===== config.mk =====
export PLATFORM = sky130hd
export DESIGN_NAME = synth_adc_regs
export DESIGN_NICKNAME = d
export VERILOG_FILES = /design/src/rtl/synth_adc_pkg.sv /design/src/rtl/sadc_sample_gen.sv /design/src/rtl/sadc_inj_bank.sv /design/src/rtl/synth_adc_regs.sv
export SDC_FILE = /design/constraint.sdc
export NUM_CORES = 1
export LEC_CHECK = 0
export ABC_AREA = 1
export BUFFER_PORTS_ARGS = -buffer_cell sky130_fd_sc_hd__clkbuf_2
export CELL_PAD_IN_SITES_DETAIL_PLACEMENT = 0
export CELL_PAD_IN_SITES_GLOBAL_PLACEMENT = 1
export CORE_ASPECT_RATIO = 1.1
export CORE_MARGIN = 3
export CORE_UTILIZATION = 48
export CTS_BUF_LIST = sky130_fd_sc_hd__clkbuf_8 sky130_fd_sc_hd__clkbuf_16
export DETAILED_ROUTE_END_ITERATION = 8
export PLACE_DENSITY_LB_ADDON = 0.08
export SYNTH_ARGS = -nofsm -noshare
export SYNTH_HDL_FRONTEND = slang
export SYNTH_SLANG_ARGS = --single-unit

===== constraint.sdc =====
create_clock -name clk -period 5.35 [get_ports clk]
set_clock_uncertainty 0.2 [all_clocks]
set_input_delay 0.8025 -clock clk [delete_from_list [all_inputs] [get_ports clk]]
set_output_delay 0.8025 -clock clk [all_outputs]
set_load 0.05 [all_outputs]

===== src/rtl/synth_adc_pkg.sv =====
`timescale 1ns/1ps
package synth_adc_pkg;
  // byte offsets inside the window
  localparam int OFF_STAT  = 8'h00;
  localparam int OFF_CTL1  = 8'h04;
  localparam int OFF_CTL2  = 8'h08;
  localparam int OFF_SMP1  = 8'h0C;
  localparam int OFF_SMP2  = 8'h10;
  localparam int OFF_JOFR0 = 8'h14;
  localparam int OFF_HTHR  = 8'h24;
  localparam int OFF_LTHR  = 8'h28;
  localparam int OFF_SEQ1  = 8'h2C;
  localparam int OFF_SEQ2  = 8'h30;
  localparam int OFF_SEQ3  = 8'h34;
  localparam int OFF_JSEQ  = 8'h38;
  localparam int OFF_JDAT0 = 8'h3C;
  localparam int OFF_RES   = 8'h4C;

  // control bit positions
  localparam int CTL2_ON    = 0;
  localparam int CTL2_ALIGN = 11;
  localparam int CTL2_START = 30;
  localparam int CTL1_RES_LO = 24;

  localparam int STAT_W = 6;
  localparam logic [31:0] HTHR_RST = 32'h0000_0FFF;
  localparam logic [31:0] CTL2_RD_MASK = 32'h0FFF_FFFF;
  localparam logic [31:0] ALIGN_MASK = 32'h0000_FFF0;

  function automatic logic [31:0] res_mask(input logic [1:0] code);
    case (code)
      2'd0:    return 32'h0000_0FFF;
      2'd1:    return 32'h0000_03FF;
      2'd2:    return 32'h0000_00FF;
      default: return 32'h0000_003F;
    endcase
  endfunction
endpackage


===== src/rtl/sadc_sample_gen.sv =====
`timescale 1ns/1ps
module sadc_sample_gen
  import synth_adc_pkg::*;
#(
  parameter int DATA_W = 32,
  parameter int STEP   = 7
) (
  input  logic              clk,
  input  logic              rst,
  input  logic              fire,
  input  logic [1:0]        res,
  input  logic              align,
  output logic [DATA_W-1:0] sample
);
  logic [DATA_W-1:0] cnt_q;
  logic [DATA_W-1:0] nxt;

  assign nxt = (cnt_q + DATA_W'(STEP)) & DATA_W'(res_mask(res));

  always_ff @(posedge clk) begin
    if (rst)       cnt_q <= '0;
    else if (fire) cnt_q <= nxt;
  end

  assign sample = align ? ((nxt << 1) & DATA_W'(ALIGN_MASK)) : nxt;
endmodule


===== src/rtl/sadc_inj_bank.sv =====
`timescale 1ns/1ps
module sadc_inj_bank
  import synth_adc_pkg::*;
#(
  parameter int ADDR_W = 8,
  parameter int DATA_W = 32,
  parameter int N_INJ  = 4,
  parameter int OFS_W  = 12
) (
  input  logic              clk,
  input  logic              rst,
  input  logic              wr,
  input  logic [ADDR_W-1:0] addr,
  input  logic [DATA_W-1:0] wdata,
  output logic [DATA_W-1:0] rd_val,
  output logic              hit
);
  logic [OFS_W-1:0]  ofs_q [N_INJ];
  logic [DATA_W-1:0] dat_q [N_INJ];
  logic [N_INJ-1:0]  ofs_hit;
  logic [N_INJ-1:0]  dat_hit;

  for (genvar g = 0; g < N_INJ; g++) begin : g_ch
    assign ofs_hit[g] = (addr == ADDR_W'(OFF_JOFR0 + 4*g));
    assign dat_hit[g] = (addr == ADDR_W'(OFF_JDAT0 + 4*g));

    always_ff @(posedge clk) begin
      if (rst) begin
        ofs_q[g] <= '0;
        dat_q[g] <= '0;
      end else if (wr) begin
        if (ofs_hit[g]) ofs_q[g] <= wdata[OFS_W-1:0];
        if (dat_hit[g]) dat_q[g] <= wdata;
      end
    end
  end

  always_comb begin
    rd_val = '0;
    for (int i = 0; i < N_INJ; i++) begin
      if (ofs_hit[i]) rd_val = DATA_W'(ofs_q[i]);
      if (dat_hit[i]) rd_val = dat_q[i] - DATA_W'(ofs_q[i]);
    end
  end

  assign hit = |{ofs_hit, dat_hit};
endmodule


===== src/rtl/synth_adc_regs.sv =====
`timescale 1ns/1ps
module synth_adc_regs
  import synth_adc_pkg::*;
#(
  parameter int ADDR_W = 8,
  parameter int DATA_W = 32,
  parameter int N_INJ  = 4,
  parameter int OFS_W  = 12,
  parameter int STEP   = 7
) (
  input  logic              clk,
  input  logic              rst,
  input  logic [ADDR_W-1:0] bus_addr,
  input  logic              bus_wr,
  input  logic              bus_rd,
  input  logic [DATA_W-1:0] bus_wdata,
  output logic [DATA_W-1:0] bus_rdata
);
  localparam int N_PLAIN = 9;
  localparam int PLAIN_OFF [N_PLAIN] = '{OFF_CTL1, OFF_SMP1, OFF_SMP2, OFF_HTHR,
                                         OFF_LTHR, OFF_SEQ1, OFF_SEQ2, OFF_SEQ3,
                                         OFF_JSEQ};

  // plain storage words
  logic [DATA_W-1:0]  plain_q [N_PLAIN];
  logic [N_PLAIN-1:0] plain_hit;
  logic [DATA_W-1:0]  plain_rd;

  for (genvar g = 0; g < N_PLAIN; g++) begin : g_plain
    localparam logic [DATA_W-1:0] RST_V =
      (PLAIN_OFF[g] == OFF_HTHR) ? DATA_W'(HTHR_RST) : '0;
    assign plain_hit[g] = (bus_addr == ADDR_W'(PLAIN_OFF[g]));
    always_ff @(posedge clk) begin
      if (rst)                        plain_q[g] <= RST_V;
      else if (bus_wr && plain_hit[g]) plain_q[g] <= bus_wdata;
    end
  end

  always_comb begin
    plain_rd = '0;
    for (int i = 0; i < N_PLAIN; i++)
      if (plain_hit[i]) plain_rd = plain_q[i];
  end

  // decode of the special words
  logic stat_hit, ctl2_hit, res_hit;
  assign stat_hit = (bus_addr == ADDR_W'(OFF_STAT));
  assign ctl2_hit = (bus_addr == ADDR_W'(OFF_CTL2));
  assign res_hit  = (bus_addr == ADDR_W'(OFF_RES));

  // status: clear-only
  logic [STAT_W-1:0] stat_q;
  always_ff @(posedge clk) begin
    if (rst)                    stat_q <= '0;
    else if (bus_wr && stat_hit) stat_q <= stat_q & bus_wdata[STAT_W-1:0];
  end

  // control word 2 with self-clearing start bit
  logic [DATA_W-1:0] ctl2_q;
  logic              fire;
  logic [1:0]        res_code;

  assign fire     = bus_rd && res_hit && ctl2_q[CTL2_ON] && ctl2_q[CTL2_START];
  assign res_code = plain_q[0][CTL1_RES_LO+1:CTL1_RES_LO];

  always_ff @(posedge clk) begin
    if (rst)                    ctl2_q <= '0;
    else if (bus_wr && ctl2_hit) ctl2_q <= bus_wdata;
    else if (fire)              ctl2_q[CTL2_START] <= 1'b0;
  end

  // sample generator
  logic [DATA_W-1:0] sample;
  sadc_sample_gen #(.DATA_W(DATA_W), .STEP(STEP)) u_gen (
    .clk    (clk),
    .rst    (rst),
    .fire   (fire),
    .res    (res_code),
    .align  (ctl2_q[CTL2_ALIGN]),
    .sample (sample)
  );

  // injected offset / data words
  logic [DATA_W-1:0] inj_rd;
  logic              inj_hit;
  sadc_inj_bank #(.ADDR_W(ADDR_W), .DATA_W(DATA_W), .N_INJ(N_INJ), .OFS_W(OFS_W)) u_inj (
    .clk    (clk),
    .rst    (rst),
    .wr     (bus_wr),
    .addr   (bus_addr),
    .wdata  (bus_wdata),
    .rd_val (inj_rd),
    .hit    (inj_hit)
  );

  // read mux and registered read data
  logic [DATA_W-1:0] rd_mux;
  always_comb begin
    if (stat_hit)      rd_mux = DATA_W'(stat_q);
    else if (ctl2_hit) rd_mux = ctl2_q & DATA_W'(CTL2_RD_MASK);
    else if (res_hit)  rd_mux = fire ? sample : '0;
    else if (inj_hit)  rd_mux = inj_rd;
    else               rd_mux = plain_rd;
  end

  always_ff @(posedge clk) begin
    if (rst)         bus_rdata <= '0;
    else if (bus_rd) bus_rdata <= rd_mux;
  end
endmodule


==> results of run 1 <==
worst reg2reg max path, cell delays in order, from the launching register on:
cell and delay (ns):
edfxtp_1 0.41, ha_1 0.25, fa_1 0.40, inv_1 0.07
nand3_1 0.06, nand2_1 0.14, nand2_1 0.06, nand2_1 0.15
nand2_1 0.12, nand2_1 0.13, inv_1 0.09, nand2_1 0.08
inv_1 0.07, nand3_1 0.07, nand2_1 0.05, o21ai_0 0.39
nand4_1 0.27, nand3_1 0.21, nand2_1 0.09, a21oi_1 0.12
cells in the mapped netlist, types with 21 or more instances:
master / n / area, um2
o21ai_0: 150 / 751
o21ai_1: 30 / 150
nand3_1: 237 / 1190
nand4_1: 48 / 300
nand2_1: 705 / 2650
nor2_1: 678 / 2540
a21oi_1: 221 / 1110
clkbuf_1: 118 / 443
inv_1: 283 / 1060
dfxtp_1: 79 / 1580
edfxtp_1: 464 / 13900
xor2_1: 21 / 184
ha_1: 49 / 613
buf_2: 36 / 180
layer usage:
layer / vias up / track usage
met5: - / 0
met4: 0 / 0.144
met3: 205 / 0.0355
met2: 881 / 0.562
met1: 11400 / 0.385
li1: 11100 / -
kinds of logic (layout without fill, tap and decap cells):
kind of cell             count (synthesis)  count (layout)  share of synthesized area
flip-flops                             543             543                      0.553
adder cells (fa/ha/maj)                 53              53                     0.0247
AND/OR/NAND/NOR                       1747            1747                      0.257
XOR/XNOR                                32              32                     0.0100
AO/OA/AOI/OAI                          467             467                     0.0901
buffers and inverters                  467             550                     0.0644
final timing paths:
| check | cells after the start | end |
|---|---|---|
| setup / recovery | 15 | bus_rdata[17] |
| hold / removal | 2 | stat_q[2] |
| setup reg to reg | 19 | bus_rdata[28] |
| hold reg to reg | 2 | stat_q[2] |
placed cells by master (no fill, tap or decap), drive strengths merged, types with 8 or more instances in the layout:
cell,count
nand4,49
xor2,21
or2,11
dfxtp,79
xnor2,11
o21bai,10
nor3,22
nand3b,12
a221oi,15
inv,312
a21oi,221
nor2,692
nor4,12
edfxtp,464
o21ai,180
ha,49
nand3,239
nand2,707
clkbuf,137
buf,55
clkinv,35
bufinv,8
final cells by class:
type                    instances  area, um2  share of cell area
clock buffers                  62       1530              0.0490
multi-input cells            2299      10800               0.346
inverters                     309       1160              0.0372
repair buffers                130        801              0.0257
clock inverters                49        469              0.0150
flip-flops and latches        543      15500               0.497
well taps                     752        941              0.0302
through the flow:
step           instances  setup slack (ns)   util
2_1_floorplan       3309             0.716      -
3_3_place_gp        4033              1.23  0.507
3_5_place_dp        4033              1.23  0.507
4_1_cts             4144              1.88  0.542
5_1_grt             4144              1.62  0.542
6_report            4144              1.80  0.542
registers in the layout, indices dropped and copies added, names as in the netlist:
signal / count
plain_q: 288
u_inj.ofs_q: 48
stat_q: 6
u_gen.cnt_q: 12
ctl2_q: 29
bus_rdata: 32
u_inj.dat_q: 128
power breakdown:
group | internal (W) | switching [W]
clock network | 0.00245 | 0.00178
registers | 0.00477 | 0.0000908
logic | 0.000185 | 0.000574
==> out/qor.yml, run 1 <==
cp.required_ns: 5.65
die_x_um: 236
top_layer_used: "met4"
synth-seq-cells: 543
diodes: 0
final_cell_area_um2: 31200
core_um2: 57600
cp_max_fo: 25
maxSlewViolCount: 0
htree_levels: 2
crit_buf_inv: 4
postRouteAntennaNets: 0
final-setup-viol-count: 0
synthFlopType: "edfxtp_1"
cts_setup_buffers: 0
cts.repair.resized: 0
port_buffers: 75
p_per_area_nw_per_um2: 316
r2r-start: "u_inj.ofs_q[0][0]"
rrSetupSlack_ns: 1.87
viasPerCell: 5.69
num-fill-cells: 5395
period_share: 0.664
syn_nets: 3406
cts_buffer_depth: 3
rsz0062_at_grt: "false"
cp-startpoint: "bus_addr[2]"
drc: 0
min_period_ns: 3.55
grt_first_pass_wirelength_um: 144000
initial_utilization: 0.487
grt_start_max_net_pins: 41
peakVddDrop_mv: 0.338
yosysSeqAreaShare: 0.553
ios: 76
post_drt_wl_per_cell_um: 23.7
leakagePower_nw: 12.6
min-delay-path-class: "flip-flop to flip-flop"
critPathLaunchType: "input port"
gp_congestion: 0.954
nNetsFinal: 3439
area_growth_pct: 11.3
crit_slowest_cell: "nand4_2"
yosysUniqueCellTypes: 49
synth-edff-count: 464
ys_async_sr_fraction: 0
maxCapViolations: 0
grt_overflow: 0
synth_cells: 3309
yosys_warnings: 0
die_h_um: 259
endpoint_kind: "flip-flop"
path_common_cell: "nand2_1"
place_area_um2: 29200
drive_gt1_frac: 0.0808
slew_headroom: 0.192
cpPeakStageDelay_ns: 0.73
hold_ws_ns: 0.261
cts_tree: "built"
num_rows: 92
vias: 23600
first_iter_violations: 2426
dieArea_um2: 61300
report.final.hold_viol_count: 0
routed-wl-met2_um: 50000
grt_use_total: 0.316
postCtsHoldBufs: 0
crit_arrival_ns: 3.85
antenna_found_initial: 0
tightest_slew_ns: 1.21
min_from: "stat_q[2]"
routed_wl_um: 98300
grt_pass1_vias: 22300
cts_root_buffer: "clkbuf_16"
wl_met1_um: 37700
status: "finished clean"
dr.pass1.iters: 6
path_clk_slew_ns: 0.07
dpl.hpwl_um: 66900
clk_latency_ns: 0.65
crit_chain: "clkbuf_2 -> nor2_1 -> nand2_2 -> inv_1 -> nand2_2 -> inv_2 -> nor2_2 -> nand4_2 -> buf_4 -> a21oi_1 -> nand4_1 -> nand2_1 -> nand2_1 -> nand2_1 -> a21oi_1"
cts_buffers: 59
cpLargestDelayFamily: "simple AND/OR/NAND/NOR gates"
fin_tns_setup_ns: 0
fmax_mhz: 282
syn_area_per_cell_um2: 8.47
total_power_w: 0.00986
synth_area_um2: 28000
critical_path_class: "input port to flip-flop"
cts_sinks: 543
dr_wl_met3_um: 5520
Note: power is estimated with default switching activity, not from simulation.
==> run 2: changes to the inputs <==
--- a/config.mk
+++ b/config.mk
@@ -5,13 +5,13 @@
 export SDC_FILE = /design/constraint.sdc
 export NUM_CORES = 1
 export LEC_CHECK = 0
-export ABC_AREA = 1
+export ABC_AREA = 0
 export BUFFER_PORTS_ARGS = -buffer_cell sky130_fd_sc_hd__clkbuf_2
 export CELL_PAD_IN_SITES_DETAIL_PLACEMENT = 0
 export CELL_PAD_IN_SITES_GLOBAL_PLACEMENT = 1
 export CORE_ASPECT_RATIO = 1.1
 export CORE_MARGIN = 3
-export CORE_UTILIZATION = 48
+export CORE_UTILIZATION = 50
 export CTS_BUF_LIST = sky130_fd_sc_hd__clkbuf_8 sky130_fd_sc_hd__clkbuf_16
 export DETAILED_ROUTE_END_ITERATION = 8
 export PLACE_DENSITY_LB_ADDON = 0.08
==> constraint.sdc (replaced) <==
create_clock -name clk -period 3.7 [get_ports clk]
set_clock_uncertainty 0.2 [all_clocks]
set_input_delay 0.555 -clock clk [delete_from_list [all_inputs] [get_ports clk]]
set_output_delay 0.555 -clock clk [all_outputs]
set_load 0.05 [all_outputs]
==> run 2 against run 1 <==
Final area is 4.2% higher. Sequential share of layout area is 2.0 points lower. Register-to-register slack worse by 1.8 ns. Wire length is 10% higher. Sequential cell count stayed put. Highest routed layer unchanged. Via count is 0.63% lower. Power is 47% higher. Largest cell class unchanged. Cell count is 16% lower. Worst hold slack worse by 0.039 ns. Sequential power is 45% higher. Global-route usage is 4.0 points higher.
==> out/qor.yml, run 2 <==
status: "finished clean"
total_power_w: 0.0145
r2r-end: "bus_rdata[13]"
yosys_warnings: 0
stdcell_count: 3496
synth_commonest_cells: "edfxtp_1 (464), and3_1 (461), clkbuf_1 (191), nand2_1 (175), a21oi_1 (131)"
crit_arrival_ns: 3.91
layout_common_cells: "edfxtp_1 (464), and3_1 (461), nand2_1 (175)"
synthFlopType: "edfxtp_1"
ys_async_sr_fraction: 0
routed_wl_um: 108000
dieArea_um2: 60300
largest_register_ffs: 288
path_clk_slew_ns: 0.06
ios: 76
rsz0062_at_grt: "false"
reg_top3: "plain_q (288), u_inj.dat_q (128), u_inj.ofs_q (48)"
maxSlewViolCount: 0
hold_ws_ns: 0.222
timing.final.ws_setup_ns: 0.0796
tightest_slew_ns: 1.12
synth_top_area_frac: 0.486
cp-startpoint: "u_inj.ofs_q[1][8]"
dpl.hpwl_um: 73100
die_h_um: 257
cp_max_fo: 5
synth-edff-count: 464
report.final.hold_viol_count: 0
grt_first_pass_wirelength_um: 157000
rrSetupSlack_ns: 0.08
cts_tree: "built"
critPathLaunchType: "flip-flop"
place_inst: 3387
grt_use_total: 0.356
die_x_um: 234
grt_pass1_vias: 22500
viasPerCell: 6.70
place_ws_ns: 0.185
postRouteAntennaNets: 0
synth_cells: 2652
synth-seq-cells: 543
final-setup-viol-count: 0
dr.pass1.iters: 5
syn_nets: 2749
leakagePower_nw: 13.0
cts_buffers: 59
layout_commonest_cell: "edfxtp_1"
grt_start_max_net_pins: 219
yosysUniqueCellTypes: 108
area_growth_pct: 13.4
port_buffers: 75
r2r-start: "u_inj.ofs_q[1][8]"
cts_root_buffer: "clkbuf_16"
fin_tns_setup_ns: 0
setup.worst_path.end: "bus_rdata[13]"
cp.required_ns: 3.99
cts_setup_buffers: 0
vias: 23400
initial_utilization: 0.509
peakVddDrop_mv: 0.409
drc: 0
syn_area_per_cell_um2: 10.8
critical_path_class: "flip-flop to flip-flop"
synth.area.top_cells: "edfxtp_1 (49%), and3_1 (10%), dfxtp_1 (5.5%)"
slew_headroom: 0.254
htree_levels: 2
nNetsFinal: 2801
antenna_found_initial: 8
synth_top_area_cell: "edfxtp_1"
grt_overflow: 0
num_rows: 91
cts_sinks: 543
postCtsHoldBufs: 0
cts_buffer_depth: 3
synth_most_common_cell: "edfxtp_1"
period_share: 0.978
top_register: "plain_q"
yosysSeqAreaShare: 0.541
post_drt_wl_per_cell_um: 31.0
fmax_mhz: 276
min-delay-path-class: "input port to flip-flop"
core_um2: 56400
maxCapViolations: 0
drive_gt1_frac: 0.139
clk_latency_ns: 0.63
synth_area_um2: 28700
first_iter_violations: 2872
r2r_cells: 12
min_period_ns: 3.62
gp_congestion: 0.988
endpoint_kind: "flip-flop"
p_per_area_nw_per_um2: 447
-- run 2: cell types whose count changed after synthesis, sizes merged, moves of 57 or more --
cell    before  now
and3         0  463
nand2      707  177
nor2       692  124
inv        294   62
o21ai      180   86
a22oi        1   58
a21oi      221  131
clkbuf     118  196
nand3      239   55
-- run 2: per-layer routing --
metal,vias to the layer above,global-route usage,routed length (um),share of wire
met5,-,0,0,0
met4,0,0.155,5460,0.050
met3,240,0.0516,9660,0.089
met2,1234,0.561,50200,0.46
met1,11700,0.491,43100,0.40
li1,10200,-,-,-
-- run 2: layout make-up --
class | instances | area, um2
Timing Repair Buffer | 229 | 1820
Clock buffer | 65 | 1580
Tap cell | 744 | 931
Multi-Input combinational cell | 1809 | 12000
Clock inverter | 42 | 404
Inverter | 62 | 233
Antenna cell | 2 | 5.00
Sequential cell | 543 | 15500
Fill cell | 4883 | 23800
-- run 2: logic make-up after synthesis --
kind of cell	synth area share
compound gates	0.144
xor+xnor	0.0318
fa+ha+maj	0.0245
buf+inv	0.0429
flops	0.541
mux	0.00462
simple gates	0.211
-- run 2: report_power, final --
part | switching [W] | total, W | internal, W
logic | 0.000931 | 0.00131 | 0.000381
registers | 0.000153 | 0.00705 | 0.00690
clock network | 0.00255 | 0.00616 | 0.00361
total | 0.00364 | 0.0145 | 0.0109
-- run 2: worst min-delay path by stage --
| stage | slack [ns] | cells past startpoint | end | start |
|---|---|---|---|---|
| 4_1_cts | 0.19 | 2 | bus_rdata[0] | bus_rd |
| 3_5_place_dp | 0.25 | 2 | ctl2_q[4] | ctl2_q[4] |
| 3_3_place_gp | 0.24 | 2 | ctl2_q[7] | ctl2_q[7] |
| 6_report | 0.22 | 2 | u_gen.cnt_q[2] | rst |
| 5_1_grt | 0.22 | 2 | bus_rdata[0] | bus_rd |
| 2_1_floorplan | 0.23 | 2 | ctl2_q[8] | ctl2_q[8] |
-- run 2: repair_timing --
item                       CTS  global route
setup endpoints to repair    0             1
resized for setup            0             1
hold endpoints to repair     0             0
-- run 2: critical path, stage by stage (launching register included) --
cell and delay (ns):
edfxtp_1 0.42, inv_1 0.07, ha_1 0.40, a21o_2 0.27
a221oi_2 0.21, buf_4 0.19, nor2b_1 0.17, o21ai_1 0.14
xor2_1 0.48, a221oi_1 0.17, buf_4 0.20, a211oi_1 0.44
o32ai_1 0.13
-- run 2: per-stage QoR --
stage | utilization | cell area, um2
floorplan | - | 28700
global placement | 0.542 | 30500
detailed placement | 0.542 | 30500
CTS | 0.577 | 32500
global route | 0.577 | 32500
finish | 0.577 | 32500
